--- src/rtl/ecc_syn_pkg.sv ---
package ecc_syn_pkg;

    // parity groups per code: one even and one odd parity per address bit
    localparam int PAR_G  = 12;
    localparam int CODE_W = 2 * PAR_G;
    localparam int BIT_W  = 3;
    localparam int OFF_W  = PAR_G - BIT_W;
    localparam int POPC_W = $clog2(CODE_W + 1);

    typedef enum logic [1:0] {
        ST_CLEAN = 2'b00,
        ST_FIXED = 2'b01,
        ST_BAD   = 2'b10
    } ecc_stat_e;

    typedef enum logic [0:0] {
        S_IDLE = 1'b0,
        S_EVAL = 1'b1
    } ecc_fsm_e;

    typedef struct packed {
        ecc_stat_e          status;
        logic [OFF_W-1:0]   byte_off;
        logic [BIT_W-1:0]   bit_idx;
    } ecc_result_t;

endpackage

--- src/rtl/ecc_code_norm.sv ---
// Regroups a raw code into three normalized bytes:
//   nb0 = {P64o,P64e,...,P8o,P8e}, nb1 = {P1024o,...,P128e},
//   nb2 = {P4o,P4e,P2o,P2e,P1o,P1e,P2048o,P2048e}
module ecc_code_norm
    import ecc_syn_pkg::*;
(
    input  logic [CODE_W-1:0] raw,
    output logic [CODE_W-1:0] norm
);
    localparam int LOW_G = 8;

    logic [PAR_G-1:0] par_e;
    logic [PAR_G-1:0] par_o;
    logic [7:0]       nb0;
    logic [7:0]       nb1;
    logic [7:0]       nb2;

    // split raw bytes into even and odd parity vectors
    for (genvar i = 0; i < PAR_G; i++) begin : g_split
        if (i < LOW_G) begin : g_low
            assign par_e[i] = raw[i];
            assign par_o[i] = raw[LOW_G + i];
        end else begin : g_high
            assign par_e[i] = raw[2*LOW_G + (i - LOW_G)];
            assign par_o[i] = raw[2*LOW_G + 4 + (i - LOW_G)];
        end
    end

    for (genvar j = 0; j < 4; j++) begin : g_mid
        assign nb0[2*j]     = par_e[3 + j];
        assign nb0[2*j + 1] = par_o[3 + j];
        assign nb1[2*j]     = par_e[7 + j];
        assign nb1[2*j + 1] = par_o[7 + j];
    end

    assign nb2[0] = par_e[PAR_G-1];
    assign nb2[1] = par_o[PAR_G-1];
    for (genvar j = 0; j < 3; j++) begin : g_low3
        assign nb2[2 + 2*j] = par_e[j];
        assign nb2[3 + 2*j] = par_o[j];
    end

    assign norm = {nb2, nb1, nb0};

endmodule

--- src/rtl/ecc_syn_map.sv ---
// XORs two normalized codes, reorders into the syndrome, counts set bits.
module ecc_syn_map
    import ecc_syn_pkg::*;
(
    input  logic [CODE_W-1:0] norm_a,
    input  logic [CODE_W-1:0] norm_b,
    output logic [CODE_W-1:0] syn,
    output logic [POPC_W-1:0] pop
);
    logic [CODE_W-1:0] diff;

    assign diff = norm_a ^ norm_b;

    // syndrome order: low three address pairs, then nb0, nb1, top pair
    assign syn[5:0]   = diff[23:18];
    assign syn[13:6]  = diff[7:0];
    assign syn[21:14] = diff[15:8];
    assign syn[23:22] = diff[17:16];

    always_comb begin
        pop = '0;
        for (int k = 0; k < CODE_W; k++) begin
            pop = pop + POPC_W'(syn[k]);
        end
    end

endmodule

--- src/rtl/ecc_syn_class.sv ---
// Turns a latched syndrome and its count into status and location.
module ecc_syn_class
    import ecc_syn_pkg::*;
#(
    parameter int POP_ONE  = 1,
    parameter int POP_ODD  = 11,
    parameter int POP_CORR = 12
) (
    input  logic [CODE_W-1:0] syn,
    input  logic [POPC_W-1:0] pop,
    input  logic              same,
    input  logic              erased,
    output ecc_result_t       res
);
    logic [OFF_W-1:0] loc_byte;
    logic [BIT_W-1:0] loc_bit;

    // odd-group syndrome bits carry the address of the flipped bit
    for (genvar k = 0; k < OFF_W; k++) begin : g_byte
        assign loc_byte[k] = syn[2*(BIT_W + k) + 1];
    end
    for (genvar k = 0; k < BIT_W; k++) begin : g_bit
        assign loc_bit[k] = syn[2*k + 1];
    end

    always_comb begin
        res = '{status: ST_BAD, byte_off: '0, bit_idx: '0};
        if (same || pop == POPC_W'(0)) begin
            res.status = ST_CLEAN;
        end else if (pop == POPC_W'(POP_ONE) || pop == POPC_W'(POP_ODD)) begin
            res.status = ST_BAD;
        end else if (pop == POPC_W'(POP_CORR)) begin
            res.status   = ST_FIXED;
            res.byte_off = loc_byte;
            res.bit_idx  = loc_bit;
        end else if (erased) begin
            res.status = ST_CLEAN;
        end
    end

endmodule

--- src/rtl/ecc_syn_fix.sv ---
module ecc_syn_fix
    import ecc_syn_pkg::*;
#(
    parameter int POP_ONE  = 1,
    parameter int POP_ODD  = 11,
    parameter int POP_CORR = 12
) (
    input  logic              clk,
    input  logic              rst_n,
    input  logic              start,
    input  logic [23:0]       code_stored,
    input  logic [23:0]       code_calc,
    output logic              done,
    output logic [1:0]        status,
    output logic [8:0]        byte_off,
    output logic [2:0]        bit_idx
);
    ecc_fsm_e          state, state_nx;
    logic [CODE_W-1:0] norm_st, norm_ca;
    logic [CODE_W-1:0] syn_d, syn_q;
    logic [POPC_W-1:0] pop_d, pop_q;
    logic              same_q, erased_q;
    ecc_result_t       res_d, res_q;
    logic              done_q;
    logic              accept;

    ecc_code_norm u_norm_st (.raw(code_stored), .norm(norm_st));
    ecc_code_norm u_norm_ca (.raw(code_calc),   .norm(norm_ca));

    ecc_syn_map u_map (
        .norm_a (norm_st),
        .norm_b (norm_ca),
        .syn    (syn_d),
        .pop    (pop_d)
    );

    ecc_syn_class #(
        .POP_ONE  (POP_ONE),
        .POP_ODD  (POP_ODD),
        .POP_CORR (POP_CORR)
    ) u_class (
        .syn    (syn_q),
        .pop    (pop_q),
        .same   (same_q),
        .erased (erased_q),
        .res    (res_d)
    );

    assign accept = (state == S_IDLE) && start;

    always_comb begin
        state_nx = state;
        unique case (state)
            S_IDLE: if (start) state_nx = S_EVAL;
            S_EVAL: state_nx = S_IDLE;
        endcase
    end

    always_ff @(posedge clk or negedge rst_n) begin
        if (!rst_n) state <= S_IDLE;
        else        state <= state_nx;
    end

    // stage 1: latch syndrome and shortcut flags on an accepted start
    always_ff @(posedge clk or negedge rst_n) begin
        if (!rst_n) begin
            syn_q    <= '0;
            pop_q    <= '0;
            same_q   <= 1'b0;
            erased_q <= 1'b0;
        end else if (accept) begin
            syn_q    <= syn_d;
            pop_q    <= pop_d;
            same_q   <= (code_stored == code_calc);
            erased_q <= (&code_stored) && (code_calc == '0);
        end
    end

    // stage 2: result registers and done pulse
    always_ff @(posedge clk or negedge rst_n) begin
        if (!rst_n) begin
            res_q  <= '{status: ST_CLEAN, byte_off: '0, bit_idx: '0};
            done_q <= 1'b0;
        end else begin
            done_q <= (state == S_EVAL);
            if (state == S_EVAL) res_q <= res_d;
        end
    end

    assign done     = done_q;
    assign status   = res_q.status;
    assign byte_off = res_q.byte_off;
    assign bit_idx  = res_q.bit_idx;

    p_latency_r2: assert property (@(posedge clk) disable iff (!rst_n)
        (state == S_IDLE && start) |-> ##2 done);
    p_done_pulse_r2: assert property (@(posedge clk) disable iff (!rst_n)
        done |=> !done);
    p_hold_r2: assert property (@(posedge clk) disable iff (!rst_n)
        !done |-> ($stable(status) && $stable(byte_off) && $stable(bit_idx)));
    p_busy_ignore_r3: assert property (@(posedge clk) disable iff (!rst_n)
        (state == S_EVAL) |=> (state == S_IDLE && !done_q == 1'b0));
    p_fast_path_r4: assert property (@(posedge clk) disable iff (!rst_n)
        (state == S_EVAL && same_q) |=> (status == 2'b00));
    p_erased_r9: assert property (@(posedge clk) disable iff (!rst_n)
        (state == S_EVAL && erased_q) |=> (status == 2'b00));
    p_loc_zero_r11: assert property (@(posedge clk) disable iff (!rst_n)
        (status != 2'b01) |-> (byte_off == '0 && bit_idx == '0));
    p_status_legal_r12: assert property (@(posedge clk) disable iff (!rst_n)
        status != 2'b11);

endmodule

--- config.mk ---
export PLATFORM = sky130hd
export DESIGN_NAME = ecc_syn_fix
export DESIGN_NICKNAME = d
export VERILOG_FILES = /design/src/rtl/ecc_syn_pkg.sv /design/src/rtl/ecc_code_norm.sv /design/src/rtl/ecc_syn_map.sv /design/src/rtl/ecc_syn_class.sv /design/src/rtl/ecc_syn_fix.sv
export SDC_FILE = /design/constraint.sdc
export NUM_CORES = 1
export LEC_CHECK = 0
export BUFFER_PORTS_ARGS = -buffer_cell sky130_fd_sc_hd__clkbuf_2
export CORE_ASPECT_RATIO = 1.25
export CORE_MARGIN = 4
export CORE_UTILIZATION = 50
export DETAILED_ROUTE_END_ITERATION = 12
export PLACE_DENSITY = 0.77
export SKIP_LAST_GASP = 1
export SLEW_MARGIN = 10
export SYNTH_ARGS = -nofsm -noshare
export SYNTH_HDL_FRONTEND = slang
export SYNTH_SLANG_ARGS = --single-unit
--- constraint.sdc ---
create_clock -name clk -period 1.5 [get_ports clk]
set_input_delay 0 -clock clk [delete_from_list [all_inputs] [get_ports clk]]
set_output_delay 0 -clock clk [all_outputs]
set_load 0.05 [all_outputs]
# Yosys cells after proc, flatten, opt, wreduce, memory -nomap -nowiden
# Index checks and enable logic that the tools add are counted.
# W data, S select, Z words.
dict set report word_totals {
  romBits 0
  memories 0
  word_cells 54
  out_inout_bits 15
  input_bits 51
  ram_bits 0
  regBits 47
  latchBits 0
}
dict set report op_classes {
  n_div 0
  reduce_logical 7
  shifts 0
  n_eq_ne 4
  magnitude_cmp 0
  n_addsub 23
  n_bitwise 2
  multipliers 0
  n_mux 9
}
# operator n
set op_table {}
lappend op_table {{$add A5 B1 Y5} 22}
lappend op_table {{$mux W12} 3}
lappend op_table {{$eq A24 B24 Y1} 1}
lappend op_table {{$logic_not A24 Y1} 1}
lappend op_table {{$reduce_and A24 Y1} 1}
lappend op_table {{$xor A24 B24 Y24} 1}
lappend op_table {{$eq A5 B4 Y1 const B} 2}
lappend op_table {{$mux W2} 4}
lappend op_table {{$eq A5 B1 Y1 const B} 1}
lappend op_table {{$logic_not A5 Y1} 1}
lappend op_table {{$add A1 B1 Y2} 1}
lappend op_table {{$logic_and A1 B1 Y1} 2}
lappend op_table {{$logic_or A1 B1 Y1} 2}
lappend op_table {{$pmux W1 S2} 1}
lappend op_table {{$mux W1} 1}
lappend op_table {{$not A1 Y1} 1}

# Longest topological paths before layout
dict set report logic_depth {
  ltp_word 24
  ltp_mapped 15
  depth_no_buf 15
}

# Cells and area by module
# A second synthesis with hierarchy kept.
dict set report hier_totals {
  hier_cells 372
  hier_area_um2 3490.8
}
# module cells_per_inst area_each_um2 n_inst
set modules_own_cells {}
lappend modules_own_cells {ecc_syn_fix 212 2149.6 1}
lappend modules_own_cells {ecc_syn_map 88 804.5 1}
lappend modules_own_cells {ecc_code_norm 24 180.2 2}
lappend modules_own_cells {ecc_syn_class 24 176.4 1}

# Worst setup path before layout
# No wires, ideal clock.
dict set report synth_timing {
  kind {input to register}
  start {input port code_stored[8]}
  end {register pop_q[4]}
  path_stages 14
  arrival_ns 4.281
  path_slack_ns -2.864
  path_buffers 0
  setup_time_ns 0.083
  path_cell_list {xnor2_1 > inv_1 > ha_1 > fa_1 > fa_1 > inv_1 > fa_1 > fa_1 > fa_1 > fa_1 > fa_1 > o21ai_0 > a21oi_1 > o21ai_0}
}
dict set report synth_between {
  elab_chain_cells 24
}
# element line_no
set synth_lines {}
lappend synth_lines {{from (decl)} ecc_syn_fix.sv:11} ;# input logic [23:0] code_stored,
lappend synth_lines {{$xor A24 B24 Y24} ecc_syn_map.sv:12} ;# assign diff = norm_a ^ norm_b;
lappend synth_lines {{via syn_d[1]} ecc_syn_fix.sv:20} ;# logic [CODE_W-1:0] syn_d, syn_q;
lappend synth_lines {{$add A1 B1 Y2} ecc_syn_map.sv:23} ;# pop = pop + POPC_W'(syn[k]);
lappend synth_lines {{$add A5 B1 Y5 (22 in series)} ecc_syn_map.sv:23}
lappend synth_lines {{to (signal assigned)} ecc_syn_fix.sv:73} ;# pop_q <= pop_d;
lappend synth_lines {{to (decl)} ecc_syn_fix.sv:21} ;# logic [POPC_W-1:0] pop_d, pop_q;
# The timed path passes the listed nets, and every way through them passes these cells.
# A chain may end at the register's enable or synchronous reset.

# Final worst setup path
dict set report layout_timing {
  start {input port code_calc[8]}
  end {register pop_q[4]}
}
dict set report layout_between {
  elab_chain_cells 24
}
# element line_no
set layout_lines {}
lappend layout_lines {{from (decl)} ecc_syn_fix.sv:12} ;# input logic [23:0] code_calc,
lappend layout_lines {{$xor A24 B24 Y24} ecc_syn_map.sv:12}
lappend layout_lines {{via syn_d[1]} ecc_syn_fix.sv:20}
lappend layout_lines {{$add A1 B1 Y2} ecc_syn_map.sv:23}
lappend layout_lines {{$add A5 B1 Y5 (22 in series)} ecc_syn_map.sv:23}
# The timed path passes the listed nets, and every way through them passes these cells.

==> out/metrics.csv <==
stage,metric,value,unit
routing,topRoutingLayerUsed,met4,
floorplan,fp.dieArea,5720,sq um
sta,rsz0062_at_grt,yes,
synth,synthesis.nets,293,
status,violations,setup timing,
sta,slew_headroom,71.4,%
floorplan,die-width,68.5,um
clock_network,clk_pin_slew,70,ps
routing,drt_iter0_drc,111,
routing,avgRoutedWirePerCell,14.9,um
cells_and_area,fin_nets,399,
critical_path,worstSetupEndpointType,flip-flop,
sta,report.final.slew_viol_count,0,
sta,finalCritPeriodShare,261,%
synth,syn_area,2280,sq um
critical_path,slowest_stage,fa_2,
critical_path,worstPathCellList,clkbuf_16 -> xnor2_4 -> inv_2 -> ha_4 -> fa_1 -> fa_1 -> inv_1 -> fa_1 -> fa_2 -> fa_1 -> fa_2 -> fa_2 -> o21ai_1 -> a21oi_1 -> o21ai_1,
routing,drc,0,
critical_path,critPathKind,in -> reg,
sta,hold_ws,131,ps
floorplan,die_h,83.6,um
floorplan,row_count,27,
grt,grt-ovfl-total,0,
floorplan,start_util,51.6,%
routing,wirelength,5700,um
critical_path,slowest_delay,560,ps
cells_and_area,final-seq-area,876,sq um
sta,hold_violations,0,
clock_network,root_buffer,clkbuf_8,
routing,antenna_left,0,
sta,max_freq,256,MHz
synth,syn_area_per_cell,10.5,sq um
critical_path,path_buf_inv,3,
clock_network,cts_tree,yes,
routing,m1WireLength,2040,um
routing,via_count,1989,
cells_and_area,fill_cells,321,
hold_path,hold_path.class,in -> reg,
clock_network,cts_buffers,5,
clock_network,htreeDepth,2,
power,power_leakage,1.63,nW
sta,tightest_slew,423,ps
place,port_buffers,65,
routing,wl_met2,3190,um
cells_and_area,final_area,3190,sq um
grt,grt_pass1_vias,2126,
clock_network,cts_sinks,35,
job,maxCapViolCount,0,
status,status,"finished, violations left",
routing,first_pass_iters,4,
synth,ys_types,35,
critical_path,cpMostUsedCell,fa_1,
synth,postSynthCellCount,217,
critical_path,arrival,4130,ps
critical_path,cp_data_required_time,1720,ps
place,gp_congestion,0.836,
grt,grt_antenna_before_repair,0,
cells_and_area,multi_input_area,1330,sq um
cells_and_area,area_growth_syn_to_layout,39.6,%
grt,grt_pass1_wl,9500,um
critical_path,cp_top_family,adder cells,
grt,grt_max_degree,36,
critical_path,critPathMaxFanout,2,
critical_path,startpoint_type,input port,
synth,synth_warnings,0,
place,dpl.hpwl,4700,um
power,powerDensity,1820,nW/um^2
synth,ys_ff_latch,35,
grt,grtUsageTotal,22.0,%
clock_network,clk_latency,290,ps
sta,period_needed,3910,ps
synth,ys_seq_area_share,38.3,%
routing,met3_length,243,um
power,vdd_ir_drop_max,1.35,mV
sta,layout_setup_ws,-2410,ps
cells_and_area,insertedDiodeCount,0,
cells_and_area,drive_gt1_share,37.7,%
power,total_power,5.82,mW
floorplan,fp.coreArea,4430,sq um
routing,viasPerCell,5.21,
place,post-place-ws,-2830,ps
place,placed_area,2980,sq um
sta,setup_viol,5,
sta,finalClockSkew,6.71,ps
floorplan,boundaryPins,66,
clock_network,cts_max_path_buffers,2,
[worst register-to-register path, delay by kind of cell, from the launching register on]
family | cells | cell delay, ps
simple gates | 3 | 490
compound gates | 1 | 70
buf+inv | 3 | 330
flops | 1 | 410
[cell usage in the layout, fill, tap and decap left out, types with 2 or more instances in the layout]
cell       Yosys  layout
ha_1           8       7
a21o_1         2       2
nand2_1       10      10
xnor2_1       19      18
dfrtp_1       35      35
or4_1          2       2
nor3b_1        2       2
o21ai_0        7       2
fa_1          17      14
and4b_1        2       2
clkbuf_8       0       5
inv_1         32      31
nand3_1        2       2
fa_2           0       3
xor2_1         5       4
clkbuf_2       0      63
bufinv_16      0       2
a21oi_1       12      12
a22o_1        12      12
buf_4          0      37
nor4bb_1       7       7
nor2_1        15      15
o21ai_1        0       5
nor2b_1        2       2
nand4_1        6       6
[state kept, by name, summed over array words and instances, names as in the netlist]
| register | flops |
|---|---|
| same_q | 1 |
| state | 1 |
| status | 2 |
| erased_q | 1 |
| bit_idx | 3 |
| byte_off | 9 |
| pop_q | 5 |
| syn_q | 12 |
| done | 1 |
[cell usage after synthesis]
library cell / n / area (sq um)
a21boi_0: 1 / 7.51
a21o_1: 2 / 15.0
a21oi_1: 12 / 60.1
a221o_1: 1 / 10.0
a22o_1: 12 / 105
and2_1: 1 / 6.26
and4_1: 1 / 8.76
and4b_1: 2 / 20.0
and4bb_2: 1 / 12.5
buf_1: 1 / 3.75
clkbuf_1: 4 / 15.0
clkinv_1: 1 / 3.75
dfrtp_1: 35 / 876
fa_1: 17 / 340
ha_1: 8 / 100
inv_1: 32 / 120
nand2_1: 10 / 37.5
nand2b_1: 1 / 6.26
nand3_1: 2 / 10.0
nand4_1: 6 / 37.5
nor2_1: 15 / 56.3
nor2b_1: 2 / 12.5
nor3_1: 1 / 5.00
nor3b_1: 2 / 15.0
nor4_1: 2 / 12.5
nor4b_1: 1 / 8.76
nor4bb_1: 7 / 70.1
o21ai_0: 7 / 35.0
o2bb2ai_1: 1 / 8.76
o31ai_1: 1 / 7.51
o41ai_2: 1 / 16.3
or4_1: 2 / 15.0
xnor2_1: 19 / 166
xnor2_2: 1 / 16.3
xor2_1: 5 / 43.8
[worst paths after layout]
| kind | start | end | slack [ps] | cells after the start |
|---|---|---|---|---|
| worst min-delay path | code_calc[8] | syn_q[1] | 130 | 4 |
| max in group asynchronous | rst_n | bit_idx[2] | 920 | 3 |
| worst min register to register | state | done | 440 | 0 |
| worst max-delay path | code_calc[8] | pop_q[4] | -2410 | 15 |
| worst max register to register | state | erased_q | 140 | 7 |
| min in group asynchronous | rst_n | done | 270 | 3 |
[cell type report]
| type | instances | share of cell area, % |
|---|---|---|
| well taps | 58 | 2.28 |
| inverters | 33 | 3.88 |
| repair buffers | 104 | 20.5 |
| flip-flops and latches | 35 | 27.5 |
| clock buffers | 5 | 2.16 |
| multi-input cells | 144 | 41.6 |
| clock inverters | 3 | 2.12 |
[repair_timing]
item                                    4_1_cts  5_1_grt
resized for setup                            10        4
hold buffers                                  1        0
endpoints found under the hold margin        35        0
pin swaps                                    13        6
endpoints found under the setup margin        6        7
setup buffers                                 0        1
[kinds of logic (layout without fill, tap and decap cells)]
kind of cell | count (synthesis) | in the layout | synth area share [%]
AO/OA/AOI/OAI | 38 | 38 | 11.6
XOR/XNOR | 25 | 25 | 9.91
adder cells (fa/ha/maj) | 25 | 25 | 19.3
buffers and inverters | 38 | 145 | 6.24
flip-flops | 35 | 35 | 38.3
AND/OR/NAND/NOR | 56 | 56 | 14.6
[stage by stage]
step / std cells / TNS (ps) / util [%]
2_1_floorplan: 217 / -12000 / -
3_3_place_gp: 372 / -13240 / 67.3
3_5_place_dp: 372 / -13630 / 67.3
4_1_cts: 381 / -11580 / 71.6
5_1_grt: 382 / -12080 / 72.1
6_report: 382 / -11480 / 72.1
[power breakdown]
| part | leakage (nW) | internal (mW) | switching (mW) |
|---|---|---|---|
| combinational | 1.12 | 1.74 | 1.81 |
| clock | 0.0644 | 0.663 | 0.344 |
| sequential | 0.439 | 1.13 | 0.131 |
| total | 1.63 | 3.54 | 2.28 |
[layer usage]
metal,global-route usage [%],vias up
li1,-,951
met5,0,-
met4,12.3,0
met2,39.0,60
met1,23.3,960
met3,3.91,18
(Power assumes the default switching activity.)
